### src/rtl/hb_pkg.sv
package hb_pkg;
   typedef enum logic [1:0] {
      SIDE_NONE = 2'd0,
      SIDE_HI   = 2'd1,
      SIDE_LO   = 2'd2
   } side_e;

   localparam int unsigned N_SIDES = 2;
   localparam int unsigned IDX_HI  = 0;
   localparam int unsigned IDX_LO  = 1;
endpackage

### src/rtl/hb_pwm_qual.sv
module hb_pwm_qual #(
   parameter int unsigned N_SIDES = 2
) (
   input  logic [N_SIDES-1:0] req,
   input  logic               pwm_en,
   input  logic               pwm_in,
   output logic [N_SIDES-1:0] qual
);
   genvar gi;
   generate
      for (gi = 0; gi < N_SIDES; gi++) begin : g_side
         assign qual[gi] = req[gi] & (pwm_en ? pwm_in : 1'b1);
      end
   endgenerate
endmodule

### src/rtl/hb_supply_guard.sv
module hb_supply_guard #(
   parameter int unsigned REC_TICKS = 1600
) (
   input  logic clk,
   input  logic rst_n,
   input  logic sup_fault,
   input  logic recov_dis,
   input  logic sup_ack,
   output logic blocked
);
   localparam int unsigned RW = $clog2(REC_TICKS + 1);
   localparam logic [RW-1:0] LAST = RW'(REC_TICKS - 1);

   logic [RW-1:0] clean_cnt;

   always_ff @(posedge clk or negedge rst_n) begin
      if (!rst_n) begin
         blocked   <= 1'b0;
         clean_cnt <= '0;
      end else if (sup_fault) begin
         blocked   <= 1'b1;
         clean_cnt <= '0;
      end else if (blocked) begin
         if (recov_dis) begin
            if (sup_ack) begin
               blocked   <= 1'b0;
               clean_cnt <= '0;
            end
         end else if (clean_cnt == LAST) begin
            blocked   <= 1'b0;
            clean_cnt <= '0;
         end else begin
            clean_cnt <= clean_cnt + 1'b1;
         end
      end
   end
endmodule

### src/rtl/hb_startup_timer.sv
module hb_startup_timer #(
   parameter int unsigned START_TICKS = 15000
) (
   input  logic clk,
   input  logic rst_n,
   input  logic active,
   output logic not_ready
);
   localparam int unsigned SW = $clog2(START_TICKS + 1);
   localparam logic [SW-1:0] FULL = SW'(START_TICKS);

   logic [SW-1:0] settle_cnt;

   always_ff @(posedge clk or negedge rst_n) begin
      if (!rst_n) begin
         settle_cnt <= FULL;
      end else if (!active) begin
         settle_cnt <= FULL;
      end else if (settle_cnt != '0) begin
         settle_cnt <= settle_cnt - 1'b1;
      end
   end

   assign not_ready = (settle_cnt != '0);
endmodule

### src/rtl/hb_interlock.sv
module hb_interlock
   import hb_pkg::*;
#(
   parameter int unsigned DEAD_TICKS = 15000
) (
   input  logic clk,
   input  logic rst_n,
   input  logic want_hi,
   input  logic want_lo,
   input  logic inhibit,
   output logic hs_gate,
   output logic ls_gate
);
   localparam int unsigned DW = $clog2(DEAD_TICKS + 1);
   localparam logic [DW-1:0] DEAD_LD = DW'(DEAD_TICKS);

   logic [DW-1:0] dead_cnt;
   side_e         last_off;
   side_e         target;
   logic          hi_eff, lo_eff;
   logic          hi_held, lo_held;
   logic          hs_d, ls_d;

   always_comb begin
      hi_eff = want_hi & ~inhibit;
      lo_eff = want_lo & ~inhibit;
      if (hi_eff && lo_eff) begin
         if (hs_gate)      target = SIDE_HI;
         else if (ls_gate) target = SIDE_LO;
         else              target = SIDE_NONE;
      end else if (hi_eff) begin
         target = SIDE_HI;
      end else if (lo_eff) begin
         target = SIDE_LO;
      end else begin
         target = SIDE_NONE;
      end
      hi_held = (dead_cnt != '0) && (last_off == SIDE_LO);
      lo_held = (dead_cnt != '0) && (last_off == SIDE_HI);
      hs_d    = (target == SIDE_HI) && !ls_gate && !hi_held;
      ls_d    = (target == SIDE_LO) && !hs_gate && !lo_held;
   end

   always_ff @(posedge clk or negedge rst_n) begin
      if (!rst_n) begin
         hs_gate  <= 1'b0;
         ls_gate  <= 1'b0;
         dead_cnt <= '0;
         last_off <= SIDE_NONE;
      end else begin
         hs_gate <= hs_d;
         ls_gate <= ls_d;
         if (hs_gate && !hs_d) begin
            dead_cnt <= DEAD_LD;
            last_off <= SIDE_HI;
         end else if (ls_gate && !ls_d) begin
            dead_cnt <= DEAD_LD;
            last_off <= SIDE_LO;
         end else if (dead_cnt != '0) begin
            dead_cnt <= dead_cnt - 1'b1;
         end
      end
   end
endmodule

### src/rtl/hb_gate_seq.sv
module hb_gate_seq
   import hb_pkg::*;
#(
   parameter int unsigned DEAD_TICKS  = 15000,
   parameter int unsigned REC_TICKS   = 1600,
   parameter int unsigned START_TICKS = 15000
) (
   input  logic clk,
   input  logic rst_n,
   input  logic hs_req,
   input  logic ls_req,
   input  logic pwm_en,
   input  logic pwm_in,
   input  logic tsd_flag,
   input  logic sup_fault,
   input  logic recov_dis,
   input  logic sup_ack,
   input  logic active,
   output logic hs_gate,
   output logic ls_gate,
   output logic not_ready
);
   initial begin : param_guard
      if (DEAD_TICKS < 1)  $fatal(1, "DEAD_TICKS must be at least 1");
      if (REC_TICKS < 1)   $fatal(1, "REC_TICKS must be at least 1");
      if (START_TICKS < 1) $fatal(1, "START_TICKS must be at least 1");
   end

   logic [N_SIDES-1:0] raw_req;
   logic [N_SIDES-1:0] qual_req;
   logic               sup_blocked;
   logic               settling;
   logic               inhibit;

   assign raw_req[IDX_HI] = hs_req;
   assign raw_req[IDX_LO] = ls_req;

   hb_pwm_qual #(.N_SIDES(N_SIDES)) u_qual (
      .req    (raw_req),
      .pwm_en (pwm_en),
      .pwm_in (pwm_in),
      .qual   (qual_req)
   );

   hb_supply_guard #(.REC_TICKS(REC_TICKS)) u_sup (
      .clk       (clk),
      .rst_n     (rst_n),
      .sup_fault (sup_fault),
      .recov_dis (recov_dis),
      .sup_ack   (sup_ack),
      .blocked   (sup_blocked)
   );

   hb_startup_timer #(.START_TICKS(START_TICKS)) u_start (
      .clk       (clk),
      .rst_n     (rst_n),
      .active    (active),
      .not_ready (settling)
   );

   assign inhibit = tsd_flag | sup_fault | sup_blocked | ~active | settling;

   hb_interlock #(.DEAD_TICKS(DEAD_TICKS)) u_lock (
      .clk     (clk),
      .rst_n   (rst_n),
      .want_hi (qual_req[IDX_HI]),
      .want_lo (qual_req[IDX_LO]),
      .inhibit (inhibit),
      .hs_gate (hs_gate),
      .ls_gate (ls_gate)
   );

   assign not_ready = settling;
endmodule

### config.mk
export PLATFORM = sky130hd
export DESIGN_NAME = hb_gate_seq
export DESIGN_NICKNAME = d
export VERILOG_FILES = /design/src/rtl/hb_pkg.sv /design/src/rtl/hb_pwm_qual.sv /design/src/rtl/hb_supply_guard.sv /design/src/rtl/hb_startup_timer.sv /design/src/rtl/hb_interlock.sv /design/src/rtl/hb_gate_seq.sv
export SDC_FILE = /design/constraint.sdc
export NUM_CORES = 1
export LEC_CHECK = 0
export BUFFER_PORTS_ARGS = -buffer_cell sky130_fd_sc_hd__buf_2
export CAP_MARGIN = 20
export CORE_UTILIZATION = 35
export CTS_BUF_LIST = sky130_fd_sc_hd__clkbuf_16
export CTS_CLUSTER_DIAMETER = 150
export DETAILED_ROUTE_END_ITERATION = 16
export GPL_TIMING_DRIVEN = 0
export PLACE_DENSITY_LB_ADDON = 0.05
export SKIP_CTS_REPAIR_TIMING = 1
export SLEW_MARGIN = 25
export SYNTH_ARGS = -nofsm -noshare
export SYNTH_HDL_FRONTEND = slang
export SYNTH_HIERARCHICAL = 1
export SYNTH_SLANG_ARGS = --single-unit
### constraint.sdc
create_clock -name clk -period 3.3 [get_ports clk]
set_clock_uncertainty 0.05 [all_clocks]
set_input_delay 0.825 -clock clk [delete_from_list [all_inputs] [get_ports clk]]
set_output_delay 0.825 -clock clk [all_outputs]
set_load 0.01 [all_outputs]
Word level (Yosys, flattened, before mapping)
Cells that the tools add are included.
- register bits: 44
- input port bits: 11
- $add $sub $neg: 3
- eq/ne operators: 7
- mux-type cells: 23
- bitwise logic cells: 10
- reductions and logical operators: 21
- operators by type and width (cell ; number):
    $mux W14 ; 5
    $mux W11 ; 5
    $reduce_bool A14 Y1 ; 2
    $sub A14 B1 Y14 const B ; 2
    $mux W2 ; 7
    $add A11 B1 Y11 const B ; 1
    $eq A11 B11 Y1 const B ; 1
    $logic_and A1 B1 Y1 ; 9
    $logic_not A1 Y1 ; 6
    $mux W1 ; 6
    $and A1 B1 Y1 ; 4
    $eq A2 B1 Y1 const B ; 2
    $eq A2 B2 Y1 const B ; 2
    $or A1 B1 Y1 ; 4
    $reduce_bool A2 Y1 ; 2
    $ne A3 B2 Y1 const B ; 1
    $reduce_bool A3 Y1 ; 1
    $ne A2 B1 Y1 const B ; 1
    $not A1 Y1 ; 2
    $reduce_and A2 Y1 ; 1

Depth between registers and ports, before layout
- depth after elaboration: 16
- mapped depth: 11
- depth with buffers taken out: 9

Modules after synthesis
The synthesis kept the hierarchy.
- by module, submodules not included (module ; times used ; cells each ; area an instance (um^2) ; sequential area each (um^2)):
    hb_interlock ; 1 ; 106 ; 1044.8 ; 450.4
    hb_startup_timer ; 1 ; 84 ; 823.3 ; 359.1
    hb_supply_guard ; 1 ; 66 ; 664.4 ; 300.3
    hb_pwm_qual ; 1 ; 3 ; 18.8 ; 0.0
    hb_gate_seq ; 1 ; 2 ; 13.8 ; 0.0

Worst setup path before layout
Ideal clock, no wire load.
- kind: reg-to-reg
- start: register u_start.settle_cnt[0]
- end: register u_lock.dead_cnt[1]
- setup time: 0.107 ns
- data arrival time: 2.780 ns
- required time: 3.143 ns
- slack: 0.364 ns
- stages on the path, launching flop included: 12
- buffers on the path: 2
- cells stage by stage: dfrtp_1 > inv_1 > ha_1 > nor3b_1 > nand4b_1 > buf_4 > or4_1 > nor3b_1 > nor2_1 > or2_0 > buf_2 > a2111oi_4
- cells in the longest elaborated chain, start to end: 14
- elaborated cells on any way between the ends: 22
- ends and longest elaborated chain (what ; line ; text):
    start: declaration ; hb_startup_timer.sv:12 ; logic [SW-1:0] settle_cnt;
    start signal: assignment ; hb_startup_timer.sv:20 ; settle_cnt <= settle_cnt - 1'b1;
    $reduce_bool A14 Y1 (*) ; hb_startup_timer.sv:24 ; assign not_ready = (settle_cnt != '0);
    named net not_ready ; hb_gate_seq.sv:21 ; output logic not_ready
    $or A1 B1 Y1 (*) ; hb_gate_seq.sv:61 ; assign inhibit = tsd_flag | sup_fault | sup_blocked | ~active | settling;
    named net inhibit ; hb_gate_seq.sv:33 ; logic inhibit;
    $not A1 Y1 (*) ; hb_interlock.sv:25, hb_interlock.sv:26 ;
    $and A1 B1 Y1 ; hb_interlock.sv:26 ; lo_eff = want_lo & ~inhibit;
    $mux W2 ; hb_interlock.sv:33 ; end else if (lo_eff) begin
    $mux W2 ; hb_interlock.sv:31 ; end else if (hi_eff) begin
    $mux W2 (*) ; hb_interlock.sv:27 ; if (hi_eff && lo_eff) begin
    $eq A2 B2 Y1 ; hb_interlock.sv:41 ; ls_d = (target == SIDE_LO) && !hs_gate && !lo_held;
    $logic_and A1 B1 Y1 (2 in a row) ; hb_interlock.sv:41 ;
    $logic_not A1 Y1 ; hb_interlock.sv:56 ; end else if (ls_gate && !ls_d) begin
    $logic_and A1 B1 Y1 ; hb_interlock.sv:56 ;
    $mux W14 ; hb_interlock.sv:56 ;
    $mux W14 ; hb_interlock.sv:53 ; if (hs_gate && !hs_d) begin
    end signal: assignment ; hb_interlock.sv:60 ; dead_cnt <= dead_cnt - 1'b1;
    end: declaration ; hb_interlock.sv:17 ; logic [DW-1:0] dead_cnt;
The timed path passes the listed nets; every way through them passes the cells marked *.
A chain may end at the register's enable or synchronous reset.

Worst setup path in the final report
- start: register u_start.settle_cnt[1]
- end: register u_lock.dead_cnt[1]
- cells in the longest elaborated chain, start to end: 14
- elaborated cells on any way between the ends: 22
- ends and longest elaborated chain (what ; line):
    $reduce_bool A14 Y1 (*) ; hb_startup_timer.sv:24
    $or A1 B1 Y1 (*) ; hb_gate_seq.sv:61
    named net inhibit ; hb_gate_seq.sv:33
    $not A1 Y1 (*) ; hb_interlock.sv:25, hb_interlock.sv:26
    $and A1 B1 Y1 ; hb_interlock.sv:26
    $mux W2 ; hb_interlock.sv:33
    $mux W2 ; hb_interlock.sv:31
    $mux W2 (*) ; hb_interlock.sv:27
    $eq A2 B2 Y1 ; hb_interlock.sv:41
    $logic_and A1 B1 Y1 (2 in a row) ; hb_interlock.sv:41
    $logic_not A1 Y1 ; hb_interlock.sv:56
    $logic_and A1 B1 Y1 ; hb_interlock.sv:56
    $mux W14 ; hb_interlock.sv:56
    $mux W14 ; hb_interlock.sv:53
Marks and branches as above.

==> impl_metrics.yaml <==
power:
  clock_power_share: 0.343
  p_total_mw: 1.391
  p_int_mw: 0.9765
  p_comb_frac: 0.148
  leakage_nw: 1.153
  swShare: 0.2979
  netSwitchingPower_mw: 0.4144
  peakVddDrop_mv: 0.2324
  share_seq_of_total_power: 0.508
  power.density_nw_per_um2: 469.4
clocking:
  cts_buffers: 5
  clk_path_buf_depth: 2
  cts_tree: "built"
  clkTransAtPathRegs_ps: 60
  cts_sinks: 44
  htreeDepth: 2
  cts-root-buf: "clkbuf_16"
  clk_latency_ps: 280
placement:
  port_buffers: 13
  post_dp_cell_area_um2: 2753
  gp_congestion: 0.7917
  dp_hpwl_um: 3849
drt:
  vias_per_cell: 5.406
  wl_um: 5577
  drt_iter0_drc: 121
  vias: 2065
  drcViolationCount: 0
  post_drt_wl_per_cell_um: 14.60
  ant_nets: 0
  dr.pass1.iters: 4
worst_setup_path:
  endpoint_kind: "flop"
  slowest_stage: "or4_4"
  cp_cell_sequence: "inv_1 -> ha_4 -> nor3b_2 -> nand4b_1 -> buf_6 -> or4_4 -> nor3b_2 -> nor2_1 -> or2_0 -> buf_2 -> a2111oi_4"
  critPathLaunch: "u_start/settle_cnt[1]"
  required_ps: 3430
  r2r_start: "u_start/settle_cnt[1]"
  cp_data_arrival_time_ps: 3150
  path_buf_inv: 3
  crit_family: "simple AND/OR/NAND/NOR gates"
  slowest_delay_ps: 540
  path_common_cell: "nor3b_2"
  crit_fanout: 7
  startpoint_type: "flop"
  crit_type: "flop to flop"
die:
  die_h_um: 87.61
  ios: 14
  num_rows: 30
  die_w_um: 87.61
  start_util: 0.3694
  dieArea_um2: 7675
  core_area_um2: 6944
timing:
  worstMarginPinSlew_ps: 565.3
  min_period_ps: 3023
  relSlewSlack: 0.6231
  setup_tns_ps: 0
  fmax_mhz: 330.8
  grt_setup_unrepaired: "false"
  hold_viol: 0
  finalSetupViolCount: 0
  drv_slew: 0
  finalCritPeriodShare: 0.9161
finish:
  fin_area_um2: 2963
  final_layout_size_suffix_gt1_frac: 0.2098
  num-nets-final: 300
  area_delta_synth_final_pct: 15.51
  num_antenna_cells: 0
logic_synthesis:
  synth_top_area_frac: 0.3610
  ys_ff_latch: 44
  synth_ff_type: "dfrtp_1"
  synth-edff-count: 0
  async_flop_share: 1.000
  yosys-top-cells-area: "dfrtp_1, dfstp_2, nand2_1"
  yosys.area.top_type: "dfrtp_1"
  syn_area_per_cell_um2: 9.827
  seq_area_frac_synth: 0.4327
  syn_area_um2: 2565
  synth_cells: 261
  synth_cell_types: 67
  syn_nets: 276
  yosysWarnings: 6
global_routing:
  grt_max_degree: 45
  antenna_found_initial: 0
  gr-total-overflow: 0
  grt_pass1_vias: 1823
  grt_pass1_wl_um: 9363
  grt_util_all_layers: 0.1584
status:
  status: "finished clean"
run:
  drv_cap: 0
hold_path:
  min_path_type: "flop to flop"
  hp-start: "u_start/settle_cnt[13]"
## sequential cells by signal, summed over array words and instances (netlist names)
register            cells
u_lock/last_off         2
u_lock/dead_cnt        14
u_lock/hs_gate          1
u_start/settle_cnt     14
u_sup/blocked           1
u_lock/ls_gate          1
u_sup/clean_cnt        11
## cells by family (layout without fill, tap and decap cells)
logic type / after synthesis / count (layout) / synth area share
compound gates: 50 / 50 / 0.1463
fa+ha+maj: 4 / 4 / 0.01951
flops: 44 / 44 / 0.4327
simple gates: 136 / 136 / 0.3254
xor+xnor: 8 / 8 / 0.02732
buf+inv: 12 / 37 / 0.02000
mux: 7 / 7 / 0.02878
## cell type report
cell class,instances,area [um2]
sequential,44,1110
clock buffer,5,125.1
buffer,5,28.78
timing repair buffer,18,105.1
inverter,6,22.52
tap,96,120.1
multi-input combinational,205,1440
fill,684,3981
clock inverter,3,11.26
## per-layer routing
layer | up-vias | part of all wire | GRT usage
li1 | 1031 | - | -
met1 | 1007 | 0.54 | 0.2285
met2 | 21 | 0.43 | 0.2372
met3 | 6 | 0.026 | 0.03959
met4 | 0 | 0.011 | 0.04024
met5 | - | 0 | 0
## power by group through the flow
stage          clock, mW  sequential, mW  combinational [mW]
2_1_floorplan          0           0.690               0.157
4_1_cts            0.492           0.705               0.205
5_1_grt            0.522           0.720               0.238
3_3_place_gp           0           0.714               0.202
3_5_place_dp           0           0.714               0.204
6_report           0.477           0.707               0.206
## layout by cell type (no fill, tap or decap), drive strengths merged, types with 9 or more instances in the layout
cell type / instances
a21oi: 9
buf: 22
dfrtp: 37
nand2: 23
nand2b: 13
nand4: 10
nor2: 18
nor3: 11
o21ai: 10
## per-stage QoR
step	instances	setup slack [ps]	hold WS, ps	utilization
floorplan	261	363.7	439.5	-
global placement	370	-262.4	449.8	0.3960
detailed placement	370	-202.3	466.6	0.3964
CTS	378	-236.4	483.5	0.4160
global route	382	26.82	499.5	0.4267
finish	382	276.8	477.4	0.4267
## final timing paths
path	to	slack [ps]	depth (start not counted)
worst max-delay path	u_lock/dead_cnt[1]	280	11
worst min-delay path	u_start/settle_cnt[13]	480	2
worst max register to register	u_lock/dead_cnt[1]	280	11
worst min register to register	u_start/settle_cnt[13]	480	2
max in group asynchronous	u_sup/clean_cnt[9]	2330	1
min in group asynchronous	u_start/settle_cnt[10]	490	1
## cells in the mapped netlist, types with 3 or more instances
library cell and number:
a211oi_1 3, a21oi_1 8, and2_1 3, dfrtp_1 37, dfstp_2 7, ha_1 4, inv_1 6, mux2i_1 4
nand2_1 23, nand2b_1 13, nand3_1 6, nand4_1 10, nor2_1 18, nor2b_1 4, nor3_1 10, nor3b_1 4
nor4_1 6, o21ai_0 7, o21ai_1 3, o31ai_1 6, or3_1 6, or4_1 7, xnor2_1 7
## tightest hold or removal path: cells and delay by family (launching register included)
| family | cells | cell delay [ps] |
|---|---|---|
| simple gates | 1 | 80 |
| flops | 1 | 380 |
| compound gates | 1 | 60 |
No activity file was read; power rests on OpenSTA's default activity.
